[src/rtl/pp_desc_pkg.sv]
package pp_desc_pkg;

  localparam logic [2:0] A_SRC0 = 3'd0;
  localparam logic [2:0] A_CNT0 = 3'd1;
  localparam logic [2:0] A_SRC1 = 3'd2;
  localparam logic [2:0] A_CNT1 = 3'd3;
  localparam logic [2:0] A_DST0 = 3'd4;
  localparam logic [2:0] A_DST1 = 3'd5;
  localparam logic [2:0] A_STS  = 3'd6;

  localparam int STS_W = 3;

  // Byte step for an engine size code: 0 -> 1, 1 -> 2, 2 and 3 -> 4
  function automatic logic [2:0] beat_bytes(input logic [1:0] sz);
    case (sz)
      2'd0:    beat_bytes = 3'd1;
      2'd1:    beat_bytes = 3'd2;
      default: beat_bytes = 3'd4;
    endcase
  endfunction

  // Count after a beat, stopping at zero
  function automatic logic [15:0] cnt_after(input logic [15:0] cnt, input logic [2:0] step);
    if (cnt <= 16'(step)) cnt_after = '0;
    else                  cnt_after = cnt - 16'(step);
  endfunction

endpackage

[src/rtl/pp_slot.sv]
module pp_slot
  import pp_desc_pkg::*;
#(
  parameter int AW      = 32,
  parameter int CW      = 16,
  parameter int DW      = 32,
  parameter bit HAS_DST = 1'b1
) (
  input  logic          clk,
  input  logic          rst,
  input  logic          wr_src,
  input  logic          wr_dst,
  input  logic          wr_cnt,
  input  logic [DW-1:0] wr_data,
  input  logic          adv,
  input  logic [2:0]    step,
  output logic [AW-1:0] src,
  output logic [AW-1:0] dst,
  output logic [CW-1:0] cnt,
  output logic          valid,
  output logic          load,
  output logic          finish
);

  logic          move;
  logic [CW-1:0] new_cnt;

  assign move    = adv && valid;
  assign load    = wr_cnt && !valid && (wr_data[CW-1:0] != '0);
  assign finish  = move && (cnt <= CW'(step));
  assign new_cnt = finish ? '0 : (cnt - CW'(step));

  always_ff @(posedge clk) begin
    if (rst) begin
      valid <= 1'b0;
      cnt   <= '0;
    end else if (load) begin
      valid <= 1'b1;
      cnt   <= wr_data[CW-1:0];
    end else if (move) begin
      cnt <= new_cnt;
      if (finish) valid <= 1'b0;
    end
  end

  always_ff @(posedge clk) begin
    if (rst)                  src <= '0;
    else if (wr_src && !valid) src <= wr_data[AW-1:0];
    else if (move)            src <= src + AW'(step);
  end

  generate
    if (HAS_DST) begin : g_dst
      always_ff @(posedge clk) begin
        if (rst)                  dst <= '0;
        else if (wr_dst && !valid) dst <= wr_data[AW-1:0];
        else if (move)            dst <= dst + AW'(step);
      end
    end else begin : g_no_dst
      assign dst = '0;
    end
  endgenerate

  AST_ARMED_NONZERO: assert property (@(posedge clk) disable iff (rst)
    valid |-> (cnt != '0));

  AST_ARMED_LOCKED: assert property (@(posedge clk) disable iff (rst)
    (valid && !adv) |=> ($stable(cnt) && $stable(src) && $stable(dst)));

  AST_DISARM_ON_FINISH: assert property (@(posedge clk) disable iff (rst)
    finish |=> !valid);

endmodule

[src/rtl/pp_ctrl.sv]
module pp_ctrl
  import pp_desc_pkg::*;
(
  input  logic             clk,
  input  logic             rst,
  input  logic             beat,
  input  logic [1:0]       valid,
  input  logic [1:0]       load,
  input  logic [1:0]       fin_slot,
  input  logic             wr_sts,
  input  logic [STS_W-1:0] clr_bits,
  output logic             active,
  output logic [1:0]       adv,
  output logic [1:0]       done_pulse,
  output logic [STS_W-1:0] status,
  output logic             stall_evt
);

  logic             fin;
  logic             other;
  logic [STS_W-1:0] set_bits;
  logic [STS_W-1:0] clr_mask;

  assign other     = ~active;
  assign adv[0]    = beat && !active && valid[0];
  assign adv[1]    = beat &&  active && valid[1];
  assign fin       = |fin_slot;
  assign stall_evt = fin && !(valid[other] || load[other]);
  assign set_bits  = {stall_evt, fin_slot};
  assign clr_mask  = wr_sts ? clr_bits : '0;

  always_ff @(posedge clk) begin
    if (rst) begin
      active     <= 1'b0;
      done_pulse <= '0;
      status     <= '0;
    end else begin
      if (fin) active <= other;
      done_pulse <= fin_slot;
      status     <= (status & ~clr_mask) | set_bits;
    end
  end

  AST_ADV_ONEHOT: assert property (@(posedge clk) disable iff (rst)
    $onehot0(adv));

  AST_FLIP_ON_FIN: assert property (@(posedge clk) disable iff (rst)
    fin |=> (active != $past(active)));

  AST_HOLD_NO_FIN: assert property (@(posedge clk) disable iff (rst)
    !fin |=> $stable(active));

  AST_DONE_ONEHOT: assert property (@(posedge clk) disable iff (rst)
    $onehot0(done_pulse));

  AST_STALL_STICKY: assert property (@(posedge clk) disable iff (rst)
    stall_evt |=> status[2]);

endmodule

[src/rtl/pp_dma_desc.sv]
module pp_dma_desc
  import pp_desc_pkg::*;
#(
  parameter int AW      = 32,
  parameter int CW      = 16,
  parameter int DW      = 32,
  parameter bit HAS_DST = 1'b1
) (
  input  logic          clk,
  input  logic          rst,
  input  logic          wr_en,
  input  logic [2:0]    wr_addr,
  input  logic [DW-1:0] wr_data,
  input  logic          eng_beat,
  input  logic [1:0]    eng_size,
  output logic          eng_req,
  output logic [AW-1:0] cur_src,
  output logic [AW-1:0] cur_dst,
  output logic [CW-1:0] cur_cnt,
  output logic          active_slot,
  output logic [1:0]    slot_valid,
  output logic [1:0]    done_pulse,
  output logic [2:0]    status,
  output logic          irq
);

  localparam int NSLOT = 2;

  logic [2:0]    step;
  logic [1:0]    adv;
  logic [1:0]    load;
  logic [1:0]    fin_slot;
  logic          stall_evt;
  logic [AW-1:0] s_src [NSLOT];
  logic [AW-1:0] s_dst [NSLOT];
  logic [CW-1:0] s_cnt [NSLOT];

  assign step = beat_bytes(eng_size);

  generate
    for (genvar i = 0; i < NSLOT; i++) begin : g_slot
      localparam logic [2:0] SA = (i == 0) ? A_SRC0 : A_SRC1;
      localparam logic [2:0] CA = (i == 0) ? A_CNT0 : A_CNT1;
      localparam logic [2:0] DA = (i == 0) ? A_DST0 : A_DST1;

      pp_slot #(.AW(AW), .CW(CW), .DW(DW), .HAS_DST(HAS_DST)) u_slot (
        .clk    (clk),
        .rst    (rst),
        .wr_src (wr_en && (wr_addr == SA)),
        .wr_dst (wr_en && (wr_addr == DA)),
        .wr_cnt (wr_en && (wr_addr == CA)),
        .wr_data(wr_data),
        .adv    (adv[i]),
        .step   (step),
        .src    (s_src[i]),
        .dst    (s_dst[i]),
        .cnt    (s_cnt[i]),
        .valid  (slot_valid[i]),
        .load   (load[i]),
        .finish (fin_slot[i])
      );
    end
  endgenerate

  pp_ctrl u_ctrl (
    .clk       (clk),
    .rst       (rst),
    .beat      (eng_beat),
    .valid     (slot_valid),
    .load      (load),
    .fin_slot  (fin_slot),
    .wr_sts    (wr_en && (wr_addr == A_STS)),
    .clr_bits  (wr_data[STS_W-1:0]),
    .active    (active_slot),
    .adv       (adv),
    .done_pulse(done_pulse),
    .status    (status),
    .stall_evt (stall_evt)
  );

  assign cur_src = s_src[active_slot];
  assign cur_dst = s_dst[active_slot];
  assign cur_cnt = s_cnt[active_slot];
  assign eng_req = slot_valid[active_slot];
  assign irq     = |status;

  AST_STALL_DROPS_REQ: assert property (@(posedge clk) disable iff (rst)
    stall_evt |=> !eng_req);

  AST_IDLE_BEAT_INERT: assert property (@(posedge clk) disable iff (rst)
    (!eng_req && !wr_en) |=> ($stable(cur_cnt) && $stable(active_slot) && $stable(status)));

endmodule

[config.mk]
export PLATFORM = sky130hd
export DESIGN_NAME = pp_dma_desc
export DESIGN_NICKNAME = d
export VERILOG_FILES = /design/src/rtl/pp_desc_pkg.sv /design/src/rtl/pp_slot.sv /design/src/rtl/pp_ctrl.sv /design/src/rtl/pp_dma_desc.sv
export SDC_FILE = /design/constraint.sdc
export NUM_CORES = 1
export LEC_CHECK = 0
export CAP_MARGIN = 20
export CELL_PAD_IN_SITES_DETAIL_PLACEMENT = 1
export CELL_PAD_IN_SITES_GLOBAL_PLACEMENT = 1
export CORE_AREA = 2 2 123 214
export CTS_CLUSTER_DIAMETER = 40
export DETAILED_ROUTE_END_ITERATION = 10
export DIE_AREA = 0 0 125 216
export HOLD_SLACK_MARGIN = 0.12
export PLACE_DENSITY = 0.89
export SYNTH_ARGS = -nofsm -noshare
export SYNTH_HDL_FRONTEND = slang
export SYNTH_SLANG_ARGS = --single-unit
[constraint.sdc]
create_clock -name clk -period 4.8 [get_ports clk]
set_input_delay 0.72 -clock clk [delete_from_list [all_inputs] [get_ports clk]]
set_output_delay 0.72 -clock clk [all_outputs]
set_load 0.05 [all_outputs]
==> results.toml <==
[worst_setup_path]
ff2ff_setup_slack_ns = 1.51
critical-path-max-stage-delay_ns = 0.89
worstSetupStartpointType = "primary input"
path_buf_inv = 2
crit_family = "simple AND/OR/NAND/NOR gates"
slowest_stage = "nor2_1"
timing.critical_path.cells = "clkdlybuf4s50_1, nor2_1, ha_1, inv_1, fa_1, nor2b_1, o211ai_1, nor2_1, nand3_1, or2_2, a31oi_1"
cp_common_cell = "nor2_1"
critPathMaxFanout = 6
crit_type = "in -> reg"
worstPathRequired_ns = 5.19
cp.arrival_ns = 4.89
cp-end-kind = "register"

[synthesis]
yosysWarnings = 0
yosysMostFrequentCell = "dfxtp_1"
synthFlopType = "dfxtp_1"
synth_edf_count = 0
synthTopCellsByCount = "168 x dfxtp_1, 165 x nand2_1, 128 x nor2_1, 107 x a21oi_1, 86 x clkbuf_1"
synth_top_family_by_area = "simple AND/OR/NAND/NOR gates"
synth_cell_type_count = 81
synth.area.top_cells = "dfxtp_1 30%, mux2_2 7.8%, nand2_1 5.5%"
synth_mux_area_frac = 0.0815
yosysTopAreaCell = "dfxtp_1"
synth_fp_nets = 1519
synth_compound_area_frac = 0.219
yosysTopAreaCellShare = 0.301
syn_avg_cell_area_um2 = 7.69
synth_xor_area_frac = 0.0274
syn_area_um2 = 11200
synth_cells = 1454
async_flop_share = 0
synthSimpleGateAreaFrac = 0.296
synth_seq_area_share = 0.301
ys_seq_elements = 168
synthAdderAreaFrac = 0.0309

[clocking]
cts_tree = "yes"
path_clk_slew_ns = 0.07
post_cts_buffers = 0
h-tree-depth = 4
clock_latency_ns = 0.47
max-clock-path-buffers = 2
ctsHoldBuffers = 0
cts_resized = 0
clock-sinks = 168
numCtsBuffers = 17
cts_root_buf = "clkbuf_16"

[pwr]
p_per_area_nw_per_um2 = 260
peakVddDrop_uv = 280
cellLeakagePower_nw = 4.51
p_total_mw = 3.48

[final_layout]
syn_to_final_growth_pct = 19.7
diodes = 0
layout.cell_area.non_filler_um2 = 13400
n_fill_cell = 3125
final_core_util = 0.530
finish.net_count = 1603
drive_above_1_share = 0.113

[placement]
place_hpwl_um = 39300
place_area_um2 = 12800
io_buffer_count = 130
gp_congestion = 1.00
pre_cts_ws_ns = 0.254

[sta]
maxSlewViolCount = 0
fin_setup_tns_ns = 0
fmax_ghz = 0.222
min_period_over_period = 0.938
period_minus_slack_ns = 4.50
tightest_slew_ns = 1.21
rsz0062_at_grt = "no"
setup_viol = 0
fin_ws_ns = 0.296
slew_headroom = 0.187
hold_viol_final = 0
skew_ns = 0.0111

[floorplanning]
start_util = 0.443
die_w_um = 125
die-area_um2 = 27000
rows = 77
ios = 131
core_region_area_um2 = 25200
die_height_um = 216

[drt]
num_vias = 13100
wl_per_cell_um = 29.4
drc_errors = 0
drt_iter0_drc = 1125
ant_nets = 0
avgViaCountPerCell = 7.00
first_pass_iters = 7
wl_um = 54800

[global_routing]
grt-ovfl-total = 0
grt_antenna_before_repair = 0
grt_pass1_vias = 13700
grt_pass1_wl_um = 81400
grt_max_degree = 72
grt.total_usage = 0.398

[worst_hold_path]
hp-class = "reg -> reg"

[job]
cap_viol_max_count = 0

[outcome]
outcome = "complete, no violations"
[worst reg2reg max path, delay by kind of cell, from the launching register on]
| kind | cells | cell delay, ns |
|---|---|---|
| AO/OA/AOI/OAI | 2 | 0.48 |
| AND/OR/NAND/NOR | 4 | 1.68 |
| flip-flops | 1 | 0.39 |
| adder cells (fa/ha/maj) | 2 | 0.60 |
| buffers and inverters | 1 | 0.06 |
[registers in the layout, summed over array words and instances, names as in the netlist]
register,flops
u_ctrl.status,3
u_ctrl.done_pulse,2
g_slot.u_slot.valid,2
g_slot.u_slot.dst,64
g_slot.u_slot.src,64
g_slot.u_slot.cnt,32
u_ctrl.active,1
[layout make-up]
cell class / count / area [um^2] / share of cell area
clock buffer: 25 / 505 / 0.0378
clock inverter: 7 / 88.8 / 0.00664
inverter: 24 / 90.1 / 0.00673
multi-input combinational: 1160 / 7340 / 0.549
sequential: 168 / 3370 / 0.252
tap: 316 / 395 / 0.0296
timing repair buffer: 167 / 1590 / 0.119
[final timing paths]
check,start,to,cells after the start
setup / recovery,eng_size[1],g_slot[0].u_slot.dst[22]$_SDFFE_PP0P_,11
hold / removal,u_ctrl.status[2]$_SDFF_PP0_,u_ctrl.status[2]$_SDFF_PP0_,2
hold reg to reg,u_ctrl.status[2]$_SDFF_PP0_,u_ctrl.status[2]$_SDFF_PP0_,2
setup reg to reg,g_slot[0].u_slot.dst[0]$_SDFFE_PP0P_,g_slot[0].u_slot.dst[22]$_SDFFE_PP0P_,9
[routing by layer]
layer,vias to the layer above,track usage,share of wire
met3,349,0.106,0.087
met4,0,0.407,0.12
met5,-,0,0
li1,5617,-,-
met2,718,0.672,0.47
met1,6386,0.376,0.32
[power breakdown]
part	internal [mW]	leakage, nW	switching, mW
sequential	1.43	1.36	0.0616
clock	0.834	0.294	0.631
combinational	0.182	2.85	0.343
total	2.44	4.51	1.04
[logic make-up after synthesis]
kind of cell	after synthesis
AOI/OAI and AO/OA	380
buffers and inverters	126
adders and majority gates	24
and+or+nand+nor	640
muxes	81
xor gates and xnor gates	35
DFF	168
[per-stage QoR]
| stage | hold slack (ns) | std cells |
|---|---|---|
| 3_5_place_dp | 0.461 | 1835 |
| 5_1_grt | 0.517 | 1867 |
| 3_3_place_gp | 0.456 | 1835 |
| 6_report | 0.470 | 1867 |
| 2_1_floorplan | 0.450 | 1454 |
| 4_1_cts | 0.469 | 1867 |
[cell usage in the layout, fill, tap and decap left out, types with 10 or more instances in the layout]
cell and instances:
dfxtp_1 167, nand2_1 165, clkdlybuf4s50_1 129, nor2_1 128, a21oi_1 107, mux2_2 77, o21ai_0 67, nand3_1 66
a31oi_1 45, nor3_1 44, nor4_1 37, buf_4 37, and3_1 31, nand4_1 30, a221oi_1 25, a22oi_1 25
inv_1 24, or3_1 24, xor2_1 21, o211ai_1 19, ha_1 18, and4_1 17, clkbuf_16 17, nor2b_1 15
xnor2_1 14, a211oi_1 13, or4_1 12, o22ai_1 12, or2_2 10
(Power assumes the default switching activity.)
